[config.mk]
export PLATFORM = sky130hd
export DESIGN_NAME = pgprot_guard
export DESIGN_NICKNAME = d
export VERILOG_FILES = /design/src/rtl/pgprot_pkg.sv /design/src/rtl/pgprot_map.sv /design/src/rtl/pgprot_lookup.sv /design/src/rtl/pgprot_judge.sv /design/src/rtl/pgprot_guard.sv
export SDC_FILE = /design/constraint.sdc
export NUM_CORES = 1
export LEC_CHECK = 0
export BUFFER_PORTS_ARGS = -buffer_cell sky130_fd_sc_hd__buf_4
export CORE_AREA = 2 2 231 256
export CTS_CLUSTER_SIZE = 14
export DETAILED_ROUTE_END_ITERATION = 6
export DIE_AREA = 0 0 233 258
export PLACE_DENSITY = 0.39
export SYNTH_ARGS = -nofsm -noshare
export SYNTH_HDL_FRONTEND = slang
export SYNTH_HIERARCHICAL = 1
export SYNTH_SLANG_ARGS = --single-unit
[constraint.sdc]
create_clock -name clk -period 5.3 [get_ports clk]
set_input_delay 0.53 -clock clk [delete_from_list [all_inputs] [get_ports clk]]
set_output_delay 0.53 -clock clk [all_outputs]
set_load 0.01 [all_outputs]
[src/rtl/pgprot_pkg.sv]
package pgprot_pkg;

  // Outcome of a single write check
  typedef enum logic [1:0] {
    VERDICT_IDLE  = 2'd0,
    VERDICT_PASS  = 2'd1,
    VERDICT_BLOCK = 2'd2
  } verdict_e;

endpackage

[src/rtl/pgprot_map.sv]
// Bank of protection registers, each loaded whole from the accumulator.
module pgprot_map #(
  parameter int REG_W    = 16,
  parameter int NUM_REGS = 16,
  parameter int SEL_W    = $clog2(NUM_REGS)
) (
  input  logic                      clk,
  input  logic                      rst_n,
  input  logic                      ld_en,
  input  logic [SEL_W-1:0]          ld_sel,
  input  logic [REG_W-1:0]          ld_data,
  output logic [NUM_REGS*REG_W-1:0] map_flat
);

  for (genvar g = 0; g < NUM_REGS; g++) begin : g_reg
    logic             hit;
    logic [REG_W-1:0] q_r;
    logic [REG_W-1:0] d_c;

    assign hit = ld_en && (ld_sel == SEL_W'(g));

    always_comb begin
      d_c = q_r;
      if (hit) d_c = ld_data;
    end

    always_ff @(posedge clk or negedge rst_n) begin
      if (!rst_n)   q_r <= '0;
      else if (hit) q_r <= d_c;
    end

    assign map_flat[g*REG_W +: REG_W] = q_r;
  end

endmodule

[src/rtl/pgprot_lookup.sv]
// Selects the map bit that guards one page.
module pgprot_lookup #(
  parameter int PAGE_W   = 8,
  parameter int REG_W    = 16,
  parameter int NUM_REGS = 16
) (
  input  logic [NUM_REGS*REG_W-1:0] map_flat,
  input  logic [PAGE_W-1:0]         page,
  output logic                      prot
);

  localparam int BIT_W = $clog2(REG_W);
  localparam int SEL_W = PAGE_W - BIT_W;

  logic [SEL_W-1:0]  reg_idx;
  logic [BIT_W-1:0]  bit_idx;
  logic [PAGE_W-1:0] flat_idx;

  always_comb begin
    reg_idx  = page[PAGE_W-1 -: SEL_W];
    bit_idx  = page[BIT_W-1:0];
    flat_idx = {reg_idx, bit_idx};
    prot     = map_flat[flat_idx];
  end

endmodule

[src/rtl/pgprot_judge.sv]
// Decides pass or block for a write request and times the violation pulse.
module pgprot_judge
  import pgprot_pkg::*;
(
  input  logic     clk,
  input  logic     rst_n,
  input  logic     wr_req,
  input  logic     page_prot,
  input  logic     prog_prot,
  output verdict_e verdict,
  output logic     mem_wr_en,
  output logic     wr_blocked,
  output logic     violation
);

  logic viol_d;
  logic viol_q;

  always_comb begin
    if (!wr_req)                       verdict = VERDICT_IDLE;
    else if (page_prot && !prog_prot)  verdict = VERDICT_BLOCK;
    else                               verdict = VERDICT_PASS;
    mem_wr_en  = (verdict == VERDICT_PASS);
    wr_blocked = (verdict == VERDICT_BLOCK);
    viol_d     = wr_blocked;
  end

  always_ff @(posedge clk or negedge rst_n) begin
    if (!rst_n) viol_q <= 1'b0;
    else        viol_q <= viol_d;
  end

  assign violation = viol_q;

endmodule

[src/rtl/pgprot_guard.sv]
module pgprot_guard
  import pgprot_pkg::*;
#(
  parameter int PAGE_W = 8,
  parameter int REG_W  = 16
) (
  input  logic                                 clk,
  input  logic                                 rst_n,
  input  logic                                 map_ld_en,
  input  logic [$clog2((1<<PAGE_W)/REG_W)-1:0] map_ld_sel,
  input  logic [REG_W-1:0]                     acc_data,
  input  logic [PAGE_W-1:0]                    pc_page,
  input  logic                                 wr_req,
  input  logic [PAGE_W-1:0]                    wr_page,
  output logic                                 prog_protected,
  output logic                                 mem_wr_en,
  output logic                                 wr_blocked,
  output logic                                 violation
);

  localparam int NUM_REGS = (1 << PAGE_W) / REG_W;
  localparam int SEL_W    = $clog2(NUM_REGS);

  logic [NUM_REGS*REG_W-1:0] map_flat;
  logic                      pc_prot;
  logic                      wr_prot;
  verdict_e                  verdict;

  pgprot_map #(.REG_W(REG_W), .NUM_REGS(NUM_REGS), .SEL_W(SEL_W)) u_map (
    .clk      (clk),
    .rst_n    (rst_n),
    .ld_en    (map_ld_en),
    .ld_sel   (map_ld_sel),
    .ld_data  (acc_data),
    .map_flat (map_flat)
  );

  pgprot_lookup #(.PAGE_W(PAGE_W), .REG_W(REG_W), .NUM_REGS(NUM_REGS)) u_pc_look (
    .map_flat (map_flat),
    .page     (pc_page),
    .prot     (pc_prot)
  );

  pgprot_lookup #(.PAGE_W(PAGE_W), .REG_W(REG_W), .NUM_REGS(NUM_REGS)) u_wr_look (
    .map_flat (map_flat),
    .page     (wr_page),
    .prot     (wr_prot)
  );

  pgprot_judge u_judge (
    .clk        (clk),
    .rst_n      (rst_n),
    .wr_req     (wr_req),
    .page_prot  (wr_prot),
    .prog_prot  (pc_prot),
    .verdict    (verdict),
    .mem_wr_en  (mem_wr_en),
    .wr_blocked (wr_blocked),
    .violation  (violation)
  );

  assign prog_protected = pc_prot;

endmodule

After elaboration in Yosys (flattened, before gate mapping)
Index checks and enable logic that the tools add are counted.
- memories kept: 0
- latch bits: 0
- bits of input ports: 40
- memory bits (writable): 0
- memory bits (read-only): 0
- bits in registers: 257
- muxes and demuxes: 6
- $add $sub $neg: 0
- magnitude comparators: 2
- bitwise logic cells: 0
- shifts and indexed selects: 0
- multiply operators: 0
- reduce and logical (&&, ||, !) cells: 19
- equality and inequality tests: 17
- div/mod/pow operators: 0
- operators by type and width (kind ; count):
    $eq 4x4->1 const B ; 8
    $lt 8x9->1 const B ; 2
    $logic_and 1x1->1 ; 17
    $bmux 1 s8 ; 2
    $eq 4x3->1 const B ; 4
    $eq 4x2->1 const B ; 2
    $eq 4x1->1 const B ; 1
    $logic_not 4->1 ; 1
    $mux 2 ; 2
    $eq 2x1->1 const B ; 1
    $eq 2x2->1 const B ; 1
    $mux 1 ; 2
    $logic_not 1->1 ; 1

Logic depth before layout (Yosys ltp)
Gate-level depths: netlist of run 1.
- depth in word-level cells: 7
- depth in mapped cells: 12
- gate-level depth less buffers: 8

Modules after synthesis
The synthesis of run 1 kept the hierarchy.
- modules (own cells, without submodules) (module ; area an instance (sq um) ; times used ; cells each):
    pgprot_map ; 9778.1 ; 1 ; 573
    pgprot_lookup ; 2222.1 ; 2 ; 220
    pgprot_judge ; 57.6 ; 1 ; 6

Worst setup path after synthesis of run 1
No wires, ideal clock.
- kind: in2out
- start point: in pc_page[0]
- end point: out mem_wr_en
- arrival time: 2.468 ns
- data required time: 4.770 ns
- stages on the path: 11
- slack: 2.302 ns
- cells stage by stage: buf_6 buf_12 or3b_1 buf_2 o22ai_1 nor4_1 a31oi_1 a32oi_1 a31oi_1 inv_1 a21boi_1
- cells in the longest elaborated chain, start to end: 7
- RTL lines (item ; RTL line ; source):
    from (decl) ; pgprot_guard.sv:12 ; input logic [PAGE_W-1:0] pc_page,
    $bmux 1 s8 ; pgprot_lookup.sv:23 ; prot = map_flat[flat_idx];
    $mux 1 (not written as such) ; pgprot_lookup.sv:23 ;
    via prog_protected ; pgprot_guard.sv:15 ; output logic prog_protected,
    $logic_not 1->1 ; pgprot_judge.sv:21 ; else if (page_prot && !prog_prot) verdict = VERDICT_BLOCK;
    $logic_and 1x1->1 ; pgprot_judge.sv:21 ;
    $mux 2 ; pgprot_judge.sv:21 ;
    $mux 2 ; pgprot_judge.sv:20 ; if (!wr_req) verdict = VERDICT_IDLE;
    $eq 2x1->1 ; pgprot_judge.sv:23 ; mem_wr_en = (verdict == VERDICT_PASS);
    to (decl) ; pgprot_guard.sv:16 ; output logic mem_wr_en,
The timed path passes the listed nets, and every way through them passes these cells. The select of a mux whose other input is x is not followed.

Worst setup path after layout of run 1
- start point: in pc_page[1]
- end point: out wr_blocked
- cells in the longest elaborated chain, start to end: 7
- RTL lines (item ; RTL line ; source):
    $bmux 1 s8 ; pgprot_lookup.sv:23 ;
    $mux 1 (not written as such) ; pgprot_lookup.sv:23 ;
    $logic_not 1->1 ; pgprot_judge.sv:21 ;
    $logic_and 1x1->1 ; pgprot_judge.sv:21 ;
    $mux 2 ; pgprot_judge.sv:21 ;
    $mux 2 ; pgprot_judge.sv:20 ;
    $eq 2x2->1 ; pgprot_judge.sv:24 ; wr_blocked = (verdict == VERDICT_BLOCK);
    to (decl) ; pgprot_guard.sv:17 ; output logic wr_blocked,
Every way passes these cells. The select of a mux whose other input is x is not followed.

==> results by group, run 1 <==
Placement
  – Gpl congestion: between 0.7 and 0.8
  – Post-DP HPWL: 31100 um
  – IO Port Bufs: between 40 and 50
  – Post-Place Cells: roughly 1.7k

Layout
  – Storage element area: 0.00643 mm^2
  – Number of fill cells: 5845
  – Layout Area Growth over Synthesis: 13.1%
  – Combined area of the multi-input logic cells: roughly 0.0072 mm^2
  – Commonest non-fill, non-tap cell in the layout: dfrtp_1
  – Most frequent cells in the layout: 257 x dfrtp_1, 236 x mux2_2, 122 x mux2i_1
  – Diodes inserted: 0
  – Non-filler instance count after layout: 1803
  – Share of layout cells above drive strength 1: 0.423
  – Final nets: 1060

Power
  – Sw power: between 1.5 and 2 mW
  – Clock share of power: 0.339
  – Power Total: 6.27 mW
  – Pleak: 6.76 nW
  – Seq pwr share: 0.442
  – Maximum VDD drop: 0.272 mV
  – Pwr dens: 389 mW/mm^2
  – Switching part of the total: 0.290
  – Comb power frac: 0.219
  – Int Pwr: 4.45 mW

Floorplan
  – Cell Rows: 93
  – Initial Util: 0.247
  – I/O Pins: 44
  – Die ar.: 0.0601 mm^2
  – Core box area: 0.0578 mm^2
  – Die X: 233 um
  – Die Y: 258 um

Setup path
  – Worst setup SP type: primary input
  – Critical path type: primary input to output port
  – CP max stage delay: 0.73 ns
  – CP bufs+invs: 3
  – Critical Path Sink Type: output port
  – Worst path required time: approximately 4.8 ns
  – WP data arrival: roughly 3.7 ns
  – Slowest cell on the critical path: nand3b_1
  – Crit path max-delay family: compound AO/OA/AOI/OAI gates
  – CP Cell Sequence: buf_4, nand3b_1, o21ai_0, nor4_1, a2111oi_0, nor4_1, a31oi_1, inv_1, and3_1, buf_4
  – CP max FO: 35

Job
  – Max Cap Violations: 0

CTS
  – Hold-fix buffers, CTS: 0
  – Clock tree from TritonCTS: done
  – CTS Buf Count: 31
  – CTS max path bufs: 3
  – Insertion delay to the later sink of the worst-skew pair: approximately 0.60 ns
  – CTS sink count: around 260
  – CTS H-tree depth: 1
  – Clk root buf: clkbuf_16
  – Setup Buffers After CTS: 0
  – Clk slew on worst S/H paths: 0.06 ns
  – PostCTS Resize Cnt: 0

Global route
  – Gr ovfl total: 0
  – Met1 GRT Util: 0.217
  – First-pass GRT wire length: slightly above 70000 um
  – Vias in the first global route: 9791
  – Initial antenna violation count: 1
  – Met2 Use GR: 0.270
  – Most Crowded Layer GR: met2
  – Met3 Use GR: 0.0219
  – Largest net degree at the start of global routing: 116
  – Total global-route track usage: 0.162

Logic synthesis
  – Netlist Area Pre-Place: about 0.014 mm^2
  – YS warnings: 6
  – Mean Syn Cell Area: 14.0 um^2
  – Post-Syn Nets: 1057
  – Cell count after synthesis: 1017

Drt
  – DRC: 0
  – Post-Route WL: 48200 um
  – Detailed-route wire length per cell: ~27 um
  – Antenna-violating nets left: 0
  – DR vias: 9084
  – Via density per instance: around 5.0
  – Iteration-0 DRC Markers: 557
  – Pre-antenna DRT Iters: 5

STA
  – Setup TNS: 0 ns
  – Slew HR: 0.251
  – RSZ-0062 raised after global routing: no
  – Tcrit/Tclk final: 0.801
  – Final Hold Vio Count: 3
  – Worst-Margin Slew: 1.12 ns
  – F_max: 236 MHz
  – Hold Slack: -0.0132 ns
  – Max Transition Viols Final: 0
  – Max Clock Skew: ~0.017 ns
  – Final critical-path required period: 4.24 ns
  – Final setup vio count: 0

Min path
  – Hold WC Path Type: primary input to async pin

Run status
  – Failing checks: negative hold slack
  – Outcome: complete, but fails checks
==> cell type report <==
type,count,share of cell area
multi-input combinational,666,0.449
sequential,257,0.399
tap,760,0.0590
clock buffer,49,0.0572
timing repair buffer,59,0.0295
clock inverter,7,0.00504
inverter,5,0.00116
==> final timing paths <==
path	from	to	slack, ns	cells past startpoint
worst max-delay path	pc_page[1]	wr_blocked	1.06	10
worst min-delay path	rst_n	u_judge/violation	-0.01	1
worst max register to register	u_map/g_reg[1].q_r[10]	u_judge/violation	2.75	8
worst min register to register	u_map/g_reg[12].q_r[9]	u_map/g_reg[12].q_r[9]	0.52	1
max in group asynchronous	rst_n	u_map/g_reg[13].q_r[4]	4.12	2
min in group clk	wr_req	u_judge/violation	0.24	2
==> state kept, by name (all words and copies together) (netlist names) <==
name and count:
u_map/g.q_r 256, u_judge/violation 1
==> power by group through the flow <==
stage / logic (mW) / clock network [mW] / registers, mW
after floorplan: 1.03 / 0 / 2.67
final: 1.37 / 2.12 / 2.77
after global routing: 1.48 / 2.28 / 2.84
after global placement: 1.36 / 0 / 2.80
after detailed placement: 1.39 / 0 / 2.80
after CTS: 1.39 / 2.20 / 2.77
==> routing by layer <==
metal	routed length, um	part of all wire
met2	23200	0.48
met3	1700	0.035
met4	1290	0.027
met5	12	0.00025
met1	22000	0.46
==> per-stage QoR <==
stage	worst slack (ns)	area (um^2)	util
after floorplan	2.34	14300	-
after global placement	0.919	15100	0.262
after detailed placement	0.989	15100	0.262
after CTS	0.997	16100	0.279
after global routing	0.845	16100	0.279
final	1.06	16100	0.279
No activity file was read; power rests on OpenSTA's default activity.
==> run 2, diff against run 1 <==
--- a/config.mk
+++ b/config.mk
@@ -10,7 +10,7 @@
 export CTS_CLUSTER_SIZE = 14
 export DETAILED_ROUTE_END_ITERATION = 6
 export DIE_AREA = 0 0 233 258
-export PLACE_DENSITY = 0.39
+export PLACE_DENSITY = 0.4
 export SYNTH_ARGS = -nofsm -noshare
 export SYNTH_HDL_FRONTEND = slang
 export SYNTH_HIERARCHICAL = 1
==> constraint.sdc (replaced) <==
create_clock -name clk -period 3.8 [get_ports clk]
set_input_delay 0.38 -clock clk [delete_from_list [all_inputs] [get_ports clk]]
set_output_delay 0.38 -clock clk [all_outputs]
set_load 0.01 [all_outputs]
==> run 2 against run 1 <==
Compared with the run above:
- the run now ends clean
- final cell count grew 1.9%
- critical path depth up 1
- clock skew fell by 0.0046 ns
- cell area is 2.2% higher
- clock power is 45% higher
- die area unchanged
- sequential power rose by 40%
- via count grew 0.80%
- first-iteration DRC count fell by 26%
- wire length grew 1.0%
- largest power group unchanged
==> results by group, run 2 (synthesized netlist as in run 1, its figures left out) <==
Drt
  – Antenna-violating nets left: 0 (unchanged)
  – DRC: 0 (unchanged)
  – Pre-antenna DRT Iters: 4 (-1)
  – DR vias: 9157 (+0.80%)
  – Detailed-route wire length per cell: 26.5 um (-0.88%)
  – Iteration-0 DRC Markers: 413 (-26%)
  – Post-Route WL: 48700 um (+1.0%)
  – Via density per instance: 4.98 (-1.1%)

Floorplan
  – Initial Util: 0.247 (unchanged)
  – I/O Pins: 44 (unchanged)
  – Cell Rows: 93 (unchanged)
  – Die Y: 258 um (unchanged)
  – Core box area: 0.0578 mm^2 (unchanged)
  – Die ar.: 0.0601 mm^2 (unchanged)
  – Die X: 233 um (unchanged)

Setup path
  – Crit-path most repeated cell: buf_4
  – Critical Path Sink Type: output port
  – Critical path type: flip-flop to output port
  – WP data arrival: 3.24 ns (-0.47 ns)
  – CP max FO: 3 (-91%)
  – CP Cell Sequence: mux4_1, a22o_1, nor4_1, a2111oi_0, buf_4, nor4_1, buf_4, a31oi_1, inv_1, and3_1, buf_4
  – Worst path required time: 3.42 ns (-1.35 ns)
  – Worst setup SP type: flip-flop
  – CP max stage delay: 0.53 ns (-0.20 ns)
  – Slowest cell on the critical path: mux4_1

Min path
  – Hold WC Path Type: primary input to flip-flop

Layout
  – Share of layout cells above drive strength 1: 0.447 (+0.0243)
  – Number of fill cells: 5822 (-0.39%)
  – Commonest non-fill, non-tap cell in the layout: dfrtp_1
  – Final nets: 1096 (+3.4%)
  – Max FFs per register: 256 (unchanged)
  – Most frequent cells in the layout: 257 x dfrtp_1, 236 x mux2_2, 122 x mux2i_1
  – Diodes inserted: 0 (unchanged)
  – Biggest register: u_map/g.q_r
  – Layout Area Growth over Synthesis: 15.6%

Power
  – Maximum VDD drop: 0.246 mV (-9.6%)
  – Sw power: 2.58 mW (+42%)
  – Switching part of the total: 0.288 (-0.00250)
  – Comb power frac: 0.223 (+0.004)
  – Power Total: 8.95 mW (+43%)
  – Pleak: 6.98 nW (+3.3%)
  – Seq pwr share: 0.433 (-0.009)
  – Int Pwr: 6.38 mW (+43%)
  – Pwr dens: 543 mW/mm^2 (+40%)
  – Clock share of power: 0.344 (+0.005)

Job
  – Max Cap Violations: 0 (unchanged)

STA
  – Max Clock Skew: 0.0119 ns (-0.00462 ns)
  – F_max: 276 MHz
  – Max Transition Viols Final: 0 (unchanged)
  – Worst-Margin Slew: 1.14 ns (+0.0198 ns)
  – RSZ-0062 raised after global routing: no
  – Slew HR: 0.237 (-0.0132)
  – Final setup vio count: 0 (unchanged)
  – Final critical-path required period: approximately 3.6 ns
  – Final Hold Vio Count: 0 (-3)
  – Setup TNS: 0 ns (unchanged)
  – Tcrit/Tclk final: 0.954

Placement
  – Gpl congestion: 0.781 (+4.1%)
  – Post-DP HPWL: 33200 um (+6.6%)
  – IO Port Bufs: 43 (unchanged)

CTS
  – Setup Buffers After CTS: 0 (unchanged)
  – CTS sink count: 257 (unchanged)
  – PostCTS Resize Cnt: 0 (unchanged)
  – Insertion delay to the later sink of the worst-skew pair: 0.58 ns (-0.02 ns)
  – Clk slew on worst S/H paths: 0.06 ns (about the same)
  – Clock tree from TritonCTS: done
  – CTS H-tree depth: 1 (unchanged)
  – CTS Buf Count: 31 (unchanged)
  – CTS max path bufs: 3 (unchanged)
  – Clk root buf: clkbuf_16

Global route
  – Total global-route track usage: 0.164 (+0.00281)
  – Initial antenna violation count: 2 (+1)
  – Gr ovfl total: 0 (unchanged)
  – Largest net degree at the start of global routing: 95 (-18%)
  – Vias in the first global route: 10.1k (+2.8%)
  – First-pass GRT wire length: 72700 um (+2.3%)

Run status
  – Outcome: finished, final reports clean
run 2: changes by cell type in the layout (fill, tap and decap cells not counted), moves of 2 or more:
| cell | previous run | this run |
|---|---|---|
| bufinv_16 | 1 | 3 |
| clkinv_2 | 3 | 7 |
| buf_12 | 2 | 5 |
| buf_4 | 56 | 88 |
| clkbuf_1 | 10 | 3 |
run 2: power by group through the flow:
stage / clock network (mW) / registers (mW) / logic, mW
finish: 3.08 / 3.87 / 2.00
global route: 3.30 / 3.97 / 2.15
CTS: 3.19 / 3.88 / 2.02
detailed placement: 0 / 3.92 / 2.02
global placement: 0 / 3.91 / 2.00
floorplan: 0 / 3.73 / 1.44
run 2: cell type report:
cell class / instances / area (um^2) / area share
multi-input combinational: 666 / 7250 / 0.440
tap: 760 / 951 / 0.0577
clock inverter: 12 / 141 / 0.00857
sequential: 257 / 6430 / 0.390
inverter: 5 / 18.8 / 0.00114
timing repair buffer: 95 / 786 / 0.0477
clock buffer: 43 / 911 / 0.0552
run 2: final timing paths:
| check | from | end | slack, ns | depth (start not counted) |
|---|---|---|---|---|
| max in group asynchronous | rst_n | u_map/g_reg[7].q_r[4] | 2.47 | 3 |
| max reg2reg | u_map/g_reg[10].q_r[1] | u_judge/violation | 1.07 | 11 |
| min in group asynchronous | rst_n | u_map/g_reg[14].q_r[2] | 0.39 | 2 |
| min reg2reg | u_map/g_reg[0].q_r[11] | u_map/g_reg[0].q_r[11] | 0.52 | 1 |
| min | wr_req | u_judge/violation | 0.22 | 3 |
| max | u_map/g_reg[10].q_r[1] | wr_blocked | 0.18 | 11 |
run 2: layer usage:
metal  vias up  routed length (um)  track usage
li1       4005                   -            -
met1      4932               21700        0.216
met2       153               24500        0.287
met3        63                1500       0.0209
met4         4                 962       0.0384
met5         -                  23            0
run 2: metrics by stage:
stage	util	instance area [um^2]	cells	hold WS, ns	worst slack, ns
after floorplan	-	14300	1017	0.0844	1.14
after global placement	0.267	15400	1782	0.467	0.0953
after detailed placement	0.267	15400	1782	0.470	0.156
after CTS	0.285	16500	1838	0.205	0.114
after global routing	0.285	16500	1838	0.227	0.0305
final	0.285	16500	1838	0.217	0.176
run 2: worst max-delay path, delay by kind of cell (launching register included):
kind	cells	cell delay (ns)
and+or+nand+nor	3	0.68
muxes	1	0.53
DFF	1	0.39
buffers and inverters	4	0.57
AOI/OAI and AO/OA	3	0.48
run 2: timing repair:
item | 4_1_cts | 5_1_grt
endpoints found under the hold margin | 91 | 0
hold buffers | 1 | 0
endpoints found under the setup margin | 0 | 0
